<file path="src/rtl/idxmul_pkg.sv">
package idxmul_pkg;

    // Modular power by repeated multiplication, used only for constant tables.
    function automatic int pow_mod(input int base, input int expo, input int modulus);
        int acc;
        acc = 1;
        for (int i = 0; i < expo; i++) begin
            acc = (acc * base) % modulus;
        end
        return acc;
    endfunction

    // Largest exponent that a nonzero residue can have.
    function automatic int max_exponent(input int modulus);
        return modulus - 2;
    endfunction

endpackage

</file>
<file path="src/rtl/idxmul_log_rom.sv">
module idxmul_log_rom #(
    parameter int MODULUS   = 61,
    parameter int PRIM_ROOT = 2,
    localparam int RW = $clog2(MODULUS),
    localparam int IW = $clog2(MODULUS - 1),
    localparam int ENTRIES = 2 ** RW
) (
    input  logic [RW-1:0] res_i,
    output logic [IW-1:0] idx_o
);
    import idxmul_pkg::*;

    function automatic logic [ENTRIES*IW-1:0] build_log();
        logic [ENTRIES*IW-1:0] tbl;
        int r;
        tbl = '0;
        for (int e = 0; e <= max_exponent(MODULUS); e++) begin
            r = pow_mod(PRIM_ROOT, e, MODULUS);
            tbl[r*IW +: IW] = IW'(e);
        end
        return tbl;
    endfunction

    localparam logic [ENTRIES*IW-1:0] LOG_TBL = build_log();

    always_comb begin
        idx_o = LOG_TBL[int'(res_i)*IW +: IW];
    end

endmodule

</file>
<file path="src/rtl/idxmul_exp_rom.sv">
module idxmul_exp_rom #(
    parameter int MODULUS   = 61,
    parameter int PRIM_ROOT = 2,
    localparam int RW = $clog2(MODULUS),
    localparam int IW = $clog2(MODULUS - 1),
    localparam int ENTRIES = 2 ** IW
) (
    input  logic [IW-1:0] idx_i,
    output logic [RW-1:0] res_o
);
    import idxmul_pkg::*;

    function automatic logic [ENTRIES*RW-1:0] build_exp();
        logic [ENTRIES*RW-1:0] tbl;
        tbl = '0;
        for (int e = 0; e <= max_exponent(MODULUS); e++) begin
            tbl[e*RW +: RW] = RW'(pow_mod(PRIM_ROOT, e, MODULUS));
        end
        return tbl;
    endfunction

    localparam logic [ENTRIES*RW-1:0] EXP_TBL = build_exp();

    always_comb begin
        res_o = EXP_TBL[int'(idx_i)*RW +: RW];
    end

endmodule

</file>
<file path="src/rtl/idxmul_modadd.sv">
module idxmul_modadd #(
    parameter int MODULUS = 61,
    localparam int IW = $clog2(MODULUS - 1)
) (
    input  logic [IW-1:0] a_i,
    input  logic [IW-1:0] b_i,
    output logic [IW-1:0] sum_o
);
    localparam logic [IW:0] ORDER = (IW + 1)'(MODULUS - 1);

    logic [IW:0] raw;

    always_comb begin
        raw = {1'b0, a_i} + {1'b0, b_i};
        if (raw >= ORDER) begin
            sum_o = IW'(raw - ORDER);
        end else begin
            sum_o = raw[IW-1:0];
        end
    end

    // Reduced sum of two legal exponents stays a legal exponent (wrap, R8).
    always_comb begin
        if ({1'b0, a_i} < ORDER && {1'b0, b_i} < ORDER) begin
            assert_sum_in_range_R8: assert ({1'b0, sum_o} < ORDER);
        end
    end

endmodule

</file>
<file path="src/rtl/rns_idx_mult.sv">
module rns_idx_mult #(
    parameter int MODULUS   = 61,
    parameter int PRIM_ROOT = 2,
    localparam int RW = $clog2(MODULUS),
    localparam int IW = $clog2(MODULUS - 1)
) (
    input  logic          clk,
    input  logic          rst,
    input  logic          in_vld,
    input  logic [RW-1:0] in_res,
    input  logic [IW-1:0] in_cidx,
    input  logic          in_czero,
    output logic          out_vld,
    output logic [RW-1:0] out_res
);

    typedef struct packed {
        logic          s1_vld;
        logic          s1_zero;
        logic [IW-1:0] s1_ia;
        logic [IW-1:0] s1_ic;
        logic          o_vld;
        logic [RW-1:0] o_res;
    } pipe_t;

    pipe_t pipe_d, pipe_q;

    logic [IW-1:0] opd_idx;
    logic [IW-1:0] sum_idx;
    logic [RW-1:0] pow_res;

    idxmul_log_rom #(.MODULUS(MODULUS), .PRIM_ROOT(PRIM_ROOT)) u_log (
        .res_i (in_res),
        .idx_o (opd_idx)
    );

    idxmul_modadd #(.MODULUS(MODULUS)) u_add (
        .a_i   (pipe_q.s1_ia),
        .b_i   (pipe_q.s1_ic),
        .sum_o (sum_idx)
    );

    idxmul_exp_rom #(.MODULUS(MODULUS), .PRIM_ROOT(PRIM_ROOT)) u_exp (
        .idx_i (sum_idx),
        .res_o (pow_res)
    );

    always_comb begin
        pipe_d = pipe_q;
        // Stage 1: forward lookup and zero detect.
        pipe_d.s1_vld = in_vld;
        if (in_vld) begin
            pipe_d.s1_zero = (in_res == '0) || in_czero;
            pipe_d.s1_ia   = opd_idx;
            pipe_d.s1_ic   = in_cidx;
        end
        // Stage 2: exponent sum, inverse lookup, clear on zero.
        pipe_d.o_vld = pipe_q.s1_vld;
        if (pipe_q.s1_vld) begin
            pipe_d.o_res = pipe_q.s1_zero ? '0 : pow_res;
        end
    end

    always_ff @(posedge clk) begin
        if (rst) begin
            pipe_q <= '0;
        end else begin
            pipe_q <= pipe_d;
        end
    end

    assign out_vld = pipe_q.o_vld;
    assign out_res = pipe_q.o_res;

    assert_issue_to_result_R4: assert property (@(posedge clk) disable iff (rst)
        in_vld |=> ##1 out_vld);

    assert_no_spurious_result_R4: assert property (@(posedge clk) disable iff (rst)
        !in_vld |=> ##1 !out_vld);

    assert_zero_operand_R2: assert property (@(posedge clk) disable iff (rst)
        (in_vld && in_res == '0) |=> ##1 (out_res == '0));

    assert_zero_coef_R3: assert property (@(posedge clk) disable iff (rst)
        (in_vld && in_czero) |=> ##1 (out_res == '0));

    assert_nonzero_product_R1: assert property (@(posedge clk) disable iff (rst)
        (in_vld && in_res != '0 && !in_czero) |=> ##1
        (out_res != '0 && int'(out_res) < MODULUS));

    assert_identity_coef_R7: assert property (@(posedge clk) disable iff (rst)
        (in_vld && !in_czero && in_cidx == '0) |=> ##1 (out_res == $past(in_res, 2)));

    assert_hold_idle_R5: assert property (@(posedge clk) disable iff (rst)
        !pipe_q.s1_vld |=> $stable(out_res));

endmodule

</file>
<file path="config.mk">
export PLATFORM = sky130hd
export DESIGN_NAME = rns_idx_mult
export DESIGN_NICKNAME = d
export VERILOG_FILES = /design/src/rtl/idxmul_pkg.sv /design/src/rtl/idxmul_log_rom.sv /design/src/rtl/idxmul_exp_rom.sv /design/src/rtl/idxmul_modadd.sv /design/src/rtl/rns_idx_mult.sv
export SDC_FILE = /design/constraint.sdc
export NUM_CORES = 1
export LEC_CHECK = 0
export BUFFER_PORTS_ARGS = -buffer_cell sky130_fd_sc_hd__buf_2
export CORE_MARGIN = 2
export CORE_UTILIZATION = 50
export DETAILED_ROUTE_END_ITERATION = 10
export HOLD_SLACK_MARGIN = 0.05
export PLACE_DENSITY = 0.69
export SETUP_SLACK_MARGIN = 0.15
export SYNTH_ARGS = -nofsm -noshare
export SYNTH_HDL_FRONTEND = slang
export SYNTH_SLANG_ARGS = --single-unit
</file>
<file path="constraint.sdc">
create_clock -name clk -period 7.4 [get_ports clk]
set_input_delay 1.85 -clock clk [delete_from_list [all_inputs] [get_ports clk]]
set_output_delay 1.85 -clock clk [all_outputs]
set_load 0.03 [all_outputs]
</file>
==> metrics, run 1 <==
RSZ-0062 raised after global routing no; Worst Hold Launch pipe_q[15]; core area 5990 um2; uppermost layer routed met4; fillers 593; H-tree depth 1; post-DR wirelength/cell 17.4 um; largest family of logic cells by synthesized area compound AO/OA/AOI/OAI gates; Distinct cells, synth 81; setup ws final 2950 ps; n_diodes 0; DRC Markers 0; layout cells sized above 1 0.141; Die X-Extent 83.2 um; CTS resizes 0; LEAKAGE 1.30 nW; cell taking the most area after synthesis dfxtp_1; P per Cell Area 174 nW/um2; R2R Path Start pipe_q[13]; Synth Cell Area 3130 um2; Max Freq 0.225 GHz; drt first pass iters 7; Initial Utilization 0.523; final slew viol count 0; sequential share of the synthesized area 0.134; num rows 28; Hold WS 484 ps; Initial DRC Count 276; vias 3,153; outcome complete, no violations; Post-CTS Hold Buffers 0; crit path max fanout 30; CP Data Required Time 7550 ps; CTS buffer count 3; pin count of the biggest net entering global routing 43; clock sinks 21; number of hold violations in the final report 0; Synth Area in Simple Gates 0.213; Final period util 0.602; vias per std cell 6.58; Setup CP Type reg -> reg; FF+latch count, synth 21; Worst-Margin Slew 872 ps; CTS tree done; Rel. slew slack 0.419; Synth Area in XOR/XNOR 0.0244; DIE AREA 6920 um2; wire length on met3 642 um; critical path launch point type flip-flop; # setup viols final 0; complex-gate fraction of the synthesized area 0.353; Met2 Routed Length 3620 um; max-cap violation count 0; cells after synthesis 418; sum of routed wire segments on met1 4020 um; post-DP HPWL 6050 um; mean post-synth cell area 7.50 um2; mux contribution to synthesized area 0.0954; post-synth top area share 0.134; worst vdd ir 96.7 uV; Skew-Pair Late Insertion Delay 260 ps; CP arrival 4600 ps; ys async rst share 0; CTS clock-pin slew for the worst setup and hold paths 80 ps; setup bufs post-CTS 0; gr ovfl total 0; gr usage total 0.237; worst clock skew 2.77 ps; Setup crit start pipe_q[13]; RePlAce Congestion 0.992; antenna violations before repair 0; Clock Tree Buf Depth 2; dpl ws 3020 ps; PortBufs 22; top cells by area, synth dfxtp_1 (13%), ha_1 (8.0%), mux2i_1 (5.1%); Ys Warns 0; top_reg_cell synth dfxtp_1; area share of fa/ha/maj cells after synthesis 0.0862; Boundary Pins 23; first-pass GRT wire length 13,900 um; Chip Height 83.2 um; final worst path period need 4450 ps; Post-synth EDFFs 0; vias in the first global route 2,833; DRT Wirelength 8350 um; clk root buf clkbuf_8; Final nets 442; Fin Setup TNS 0 ps; post-route ant nets 0; Min-Delay Path Class reg -> reg; Crit. End Element flip-flop; Layout area overhead 1.36%; Post-Syn Nets 455
[state kept, by name, indices dropped and copies added, names as in the netlist]
register and flops:
out_vld 1, pipe_q 13, pipe_d 1, out_res 6
[stage by stage]
stage | area, um2 | power [W] | utilization | std cells
floorplan | 3130 | 0.000415 | - | 418
global placement | 3130 | 0.000470 | 0.523 | 475
detailed placement | 3130 | 0.000470 | 0.523 | 475
CTS | 3180 | 0.000546 | 0.530 | 479
global route | 3180 | 0.000591 | 0.530 | 479
finish | 3180 | 0.000552 | 0.530 | 479
[Yosys cell counts (all sizes together), types with 2 or more instances]
master / count
a2111oi: 2
a211o: 5
a211oi: 12
a21o: 3
a21oi: 30
a221o: 6
a221oi: 4
a22o: 3
a22oi: 4
a311oi: 3
a31o: 3
a31oi: 6
a32o: 2
and2: 2
and3: 4
buf: 21
clkbuf: 20
dfxtp: 21
ha: 20
inv: 19
mux2: 4
mux2i: 16
mux4: 4
nand2: 37
nand2b: 8
nand3: 12
nand3b: 4
nor2: 41
nor2b: 4
nor3: 9
nor3b: 3
o211ai: 13
o21ai: 26
o221ai: 5
o22ai: 6
o2bb2ai: 2
o311ai: 2
o31a: 2
o32ai: 3
or2: 4
xnor2: 6
[metal layers]
metal,up-vias,GRT usage
li1,1538,-
met1,1469,0.357
met2,140,0.353
met3,6,0.0338
met4,0,0.0596
met5,-,0
[layout make-up]
| class | instances | area (um2) | area share |
|---|---|---|---|
| inverters | 19 | 71.3 | 0.0224 |
| well taps | 75 | 93.8 | 0.0295 |
| clock inverters | 1 | 5.00 | 0.00158 |
| clock buffers | 3 | 41.3 | 0.0130 |
| multi-input cells | 337 | 2430 | 0.764 |
| flip-flops and latches | 21 | 420 | 0.132 |
| repair buffers | 23 | 118 | 0.0370 |
[critical path, cell delays in order, from the launching register on]
cell and delay [ps]:
dfxtp_1 340, ha_1 190, inv_1 60, fa_1 420
xor2_2 190, buf_4 240, inv_1 520, ha_1 340
a311oi_2 170, nor2_2 660, o22ai_2 270, a2111o_1 470
a32o_1 250, a211o_1 220
[report_power, final]
part            total, W  switching, W  internal (W)
Sequential      0.000129    0.00000607      0.000123
Combinational   0.000349      0.000218      0.000131
Clock          0.0000738     0.0000363     0.0000374
[layout by cell type, fill, tap and decap left out, types with 6 or more instances in the layout]
cell type	Yosys	routed
mux2i_1	16	16
o21ai_0	26	26
nand2_1	36	36
a21oi_1	29	29
ha_1	20	20
a31oi_1	6	6
nor2_1	40	40
buf_2	4	22
inv_1	19	19
nand2b_1	8	8
dfxtp_1	21	21
nor3_1	8	8
nand3_1	11	11
o211ai_1	13	13
a211oi_1	12	12
[logic make-up after synthesis]
group / count (synthesis)
AO/OA/AOI/OAI: 151
XOR/XNOR: 7
flip-flops: 21
adder cells (fa/ha/maj): 21
multiplexers: 24
AND/OR/NAND/NOR: 134
buffers and inverters: 60
[path summary, 6_finish.rpt]
check	end	slack (ps)	depth (start not counted)
max	out_res[5]	2950	13
min	pipe_q[15]	480	2
max reg2reg	out_res[5]	2950	13
min reg2reg	pipe_q[15]	480	2
(Power assumes the default switching activity.)
==> inputs of run 2 (changes only) <==
--- a/config.mk
+++ b/config.mk
@@ -5,12 +5,13 @@
 export SDC_FILE = /design/constraint.sdc
 export NUM_CORES = 1
 export LEC_CHECK = 0
+export ABC_AREA = 1
 export BUFFER_PORTS_ARGS = -buffer_cell sky130_fd_sc_hd__buf_2
 export CORE_MARGIN = 2
 export CORE_UTILIZATION = 50
 export DETAILED_ROUTE_END_ITERATION = 10
 export HOLD_SLACK_MARGIN = 0.05
-export PLACE_DENSITY = 0.69
+export PLACE_DENSITY = 0.7
 export SETUP_SLACK_MARGIN = 0.15
 export SYNTH_ARGS = -nofsm -noshare
 export SYNTH_HDL_FRONTEND = slang
==> constraint.sdc (replaced) <==
create_clock -name clk -period 4.1 [get_ports clk]
set_input_delay 1.025 -clock clk [delete_from_list [all_inputs] [get_ports clk]]
set_output_delay 1.025 -clock clk [all_outputs]
set_load 0.03 [all_outputs]
==> run 2 against run 1 <==
Against the previous run: first-iteration DRC count grew 40%; worst setup slack lost 2100 ps; critical path depth grew 9; sequential power grew 78%; final area shrank 11%; synthesized area shrank 14%; clock-buffer cell count is the same; clock skew is essentially flat; sequential share of layout area grew 1.7 points; highest routed layer unchanged.
==> metrics, run 2 <==
register bank with the most flops pipe_q; antenna violations before repair 0; Slowest-stage cell, CP fa_1; post-DR wirelength/cell 13.5 um; cells after synthesis 451; fillers 532; Skew-Pair Late Insertion Delay 260 ps; Sw Share 0.499; Final nets 494; Logic pwr share 0.619; Clock power frac 0.139; Initial Utilization 0.522; CP arrival 3390 ps; vias 2,974; internal power 0.000477 W; top_reg_cell synth dfxtp_1; pin count of the biggest net entering global routing 22; first-pass GRT wire length 12,100 um; Worst-Margin Slew 712 ps; number of hold violations in the final report 0; Non-Filler Instances 526; mean post-synth cell area 5.99 um2; post-synth top area share 0.156; Chip Height 77.5 um; CTS clock-pin slew for the worst setup and hold paths 70 ps; Clock Tree Buf Depth 2; setup bufs post-CTS 0; worst vdd ir 203 uV; Met2 Routed Length 3070 um; post-DP HPWL 5490 um; DRC Markers 0; CP Data Required Time 4250 ps; crit path max fanout 14; Synth Cell Area 2700 um2; Psw 0.000475 W; Min-Delay Path Class reg -> reg; ys async rst share 0; drt first pass iters 5; RePlAce Congestion 0.987; outcome complete, no violations; worst clock skew 2.79 ps; vias in the first global route 2,570; CTS resizes 0; RSZ-0062 raised after global routing no; final slew viol count 0; Final period util 0.790; Ys Warns 0; cell taking the most area after synthesis dfxtp_1; max-cap violation count 0; crit path cell chain ha_1 -> inv_1 -> fa_1 -> xnor2_4 -> ha_1 -> nand2_1 -> inv_1 -> nand3_1 -> o21ai_2 -> nand2_2 -> nand2_4 -> nand2_1 -> nand2_2 -> inv_2 -> nand2_1 -> inv_1 -> nand2_1 -> nand2_1 -> nor2_1 -> nor2_1 -> nand2_1 -> a21oi_1; sequential share of the synthesized area 0.156; # setup viols final 0; gr usage total 0.241; clock sinks 21; P per Cell Area 338 nW/um2; Post-CTS Hold Buffers 0; vias per std cell 5.65; count leader, synth nand2_1; Boundary Pins 23; gr ovfl total 0; core area 5170 um2; CTS buffer count 3; Fin Setup TNS 0 ps; CTS tree done; Crit. End Element flip-flop; Setup CP Type reg -> reg; Die X-Extent 77.5 um; commonest non-fill, non-tap cell in the layout nand2_1; sum of routed wire segments on met1 3350 um; LEAKAGE 1.44 nW; num rows 26; FF+latch count, synth 21; uppermost layer routed met4; slowest stage delay, CP 480 ps; Distinct cells, synth 37; Post-synth EDFFs 0; DRT Wirelength 7120 um; critical path launch point type flip-flop; final worst path period need 3240 ps; Rel. slew slack 0.522; sequential share of power 0.242; crit-path most repeated cell nand2_1; PortBufs 22; top cells by area, synth dfxtp_1 (16%), nand2_1 (15%), nand3_1 (13%); max FFs per register 13; Max Freq 0.309 GHz; wire length on met3 569 um; Post-synth top cells nand2_1 (107), nand3_1 (71), inv_1 (49); layout cells sized above 1 0.123; DIE AREA 6000 um2; clk root buf clkbuf_8; post-route ant nets 0; Initial DRC Count 387; n_diodes 0; H-tree depth 1; dpl cells 522; Layout area overhead 4.22%; Post-Syn Nets 488; commonest non-fill, non-tap cells in the layout nand2_1 (107), nand3_1 (71), inv_1 (49)
-- run 2: cell count changes in the layout (fill, tap and decap cells not counted), sizes merged, moves of 6 or more --
cell	change
a211oi	-12
nand2	+85
a221o	-6
nand3	+65
o22ai	-6
nand2b	-8
nor2	+6
mux2i	-16
o21ai	+9
o211ai	-10
inv	+33
-- run 2: worst paths after layout --
kind,to,cells after the start,from,slack [ps]
setup / recovery,out_res[1],22,pipe_q[7],860
hold / removal,out_res[0],2,out_res[0],470
setup reg to reg,out_res[1],22,pipe_q[7],860
hold reg to reg,out_res[0],2,out_res[0],470
-- run 2: layout make-up --
| type | count | area (um2) | share of cell area |
|---|---|---|---|
| flip-flops and latches | 21 | 420 | 0.149 |
| inverters | 53 | 201 | 0.0716 |
| repair buffers | 22 | 110 | 0.0391 |
| multi-input cells | 356 | 1950 | 0.692 |
| clock buffers | 3 | 41.3 | 0.0147 |
| well taps | 70 | 87.6 | 0.0311 |
| clock inverters | 1 | 5.00 | 0.00178 |
-- run 2: worst max-delay path: cells and delay by family, from the launching register on --
family / cells / cell delay, ps
buffers and inverters: 4 / 320
AO/OA/AOI/OAI: 2 / 120
flip-flops: 1 / 340
adder cells (fa/ha/maj): 3 / 920
AND/OR/NAND/NOR: 12 / 1130
XOR/XNOR: 1 / 300
-- run 2: cells by family after synthesis --
family	after synthesis	share of synthesized area
AOI/OAI and AO/OA	78	0.168
xor gates and xnor gates	2	0.0134
adders and majority gates	21	0.100
buffers and inverters	74	0.123
DFF	21	0.156
and+or+nand+nor	255	0.440
-- run 2: metal layers --
metal / GRT usage / vias to the layer above
met1: 0.357 / 1317
met2: 0.370 / 143
met3: 0.0244 / 14
met5: 0 / -
li1: - / 1500
met4: 0.0696 / 0
-- run 2: metrics by stage --
| stage | instance area (um2) | setup WS [ps] | power, W | hold WS, ps | util |
|---|---|---|---|---|---|
| 2_1_floorplan | 2700 | 1310 | 0.000711 | 446 | - |
| 4_1_cts | 2810 | 882 | 0.000946 | 470 | 0.544 |
| 3_3_place_gp | 2770 | 977 | 0.000815 | 452 | 0.535 |
| 6_report | 2810 | 861 | 0.000952 | 467 | 0.544 |
| 5_1_grt | 2810 | 603 | 0.00104 | 489 | 0.544 |
| 3_5_place_dp | 2770 | 900 | 0.000809 | 457 | 0.535 |
-- run 2: power by group through the flow --
stage	Clock, W	Sequential [W]	Combinational [W]
2_1_floorplan	0	0.000233	0.000479
3_3_place_gp	0	0.000234	0.000580
3_5_place_dp	0	0.000235	0.000575
4_1_cts	0.000140	0.000230	0.000576
5_1_grt	0.000146	0.000232	0.000661
6_report	0.000132	0.000230	0.000590
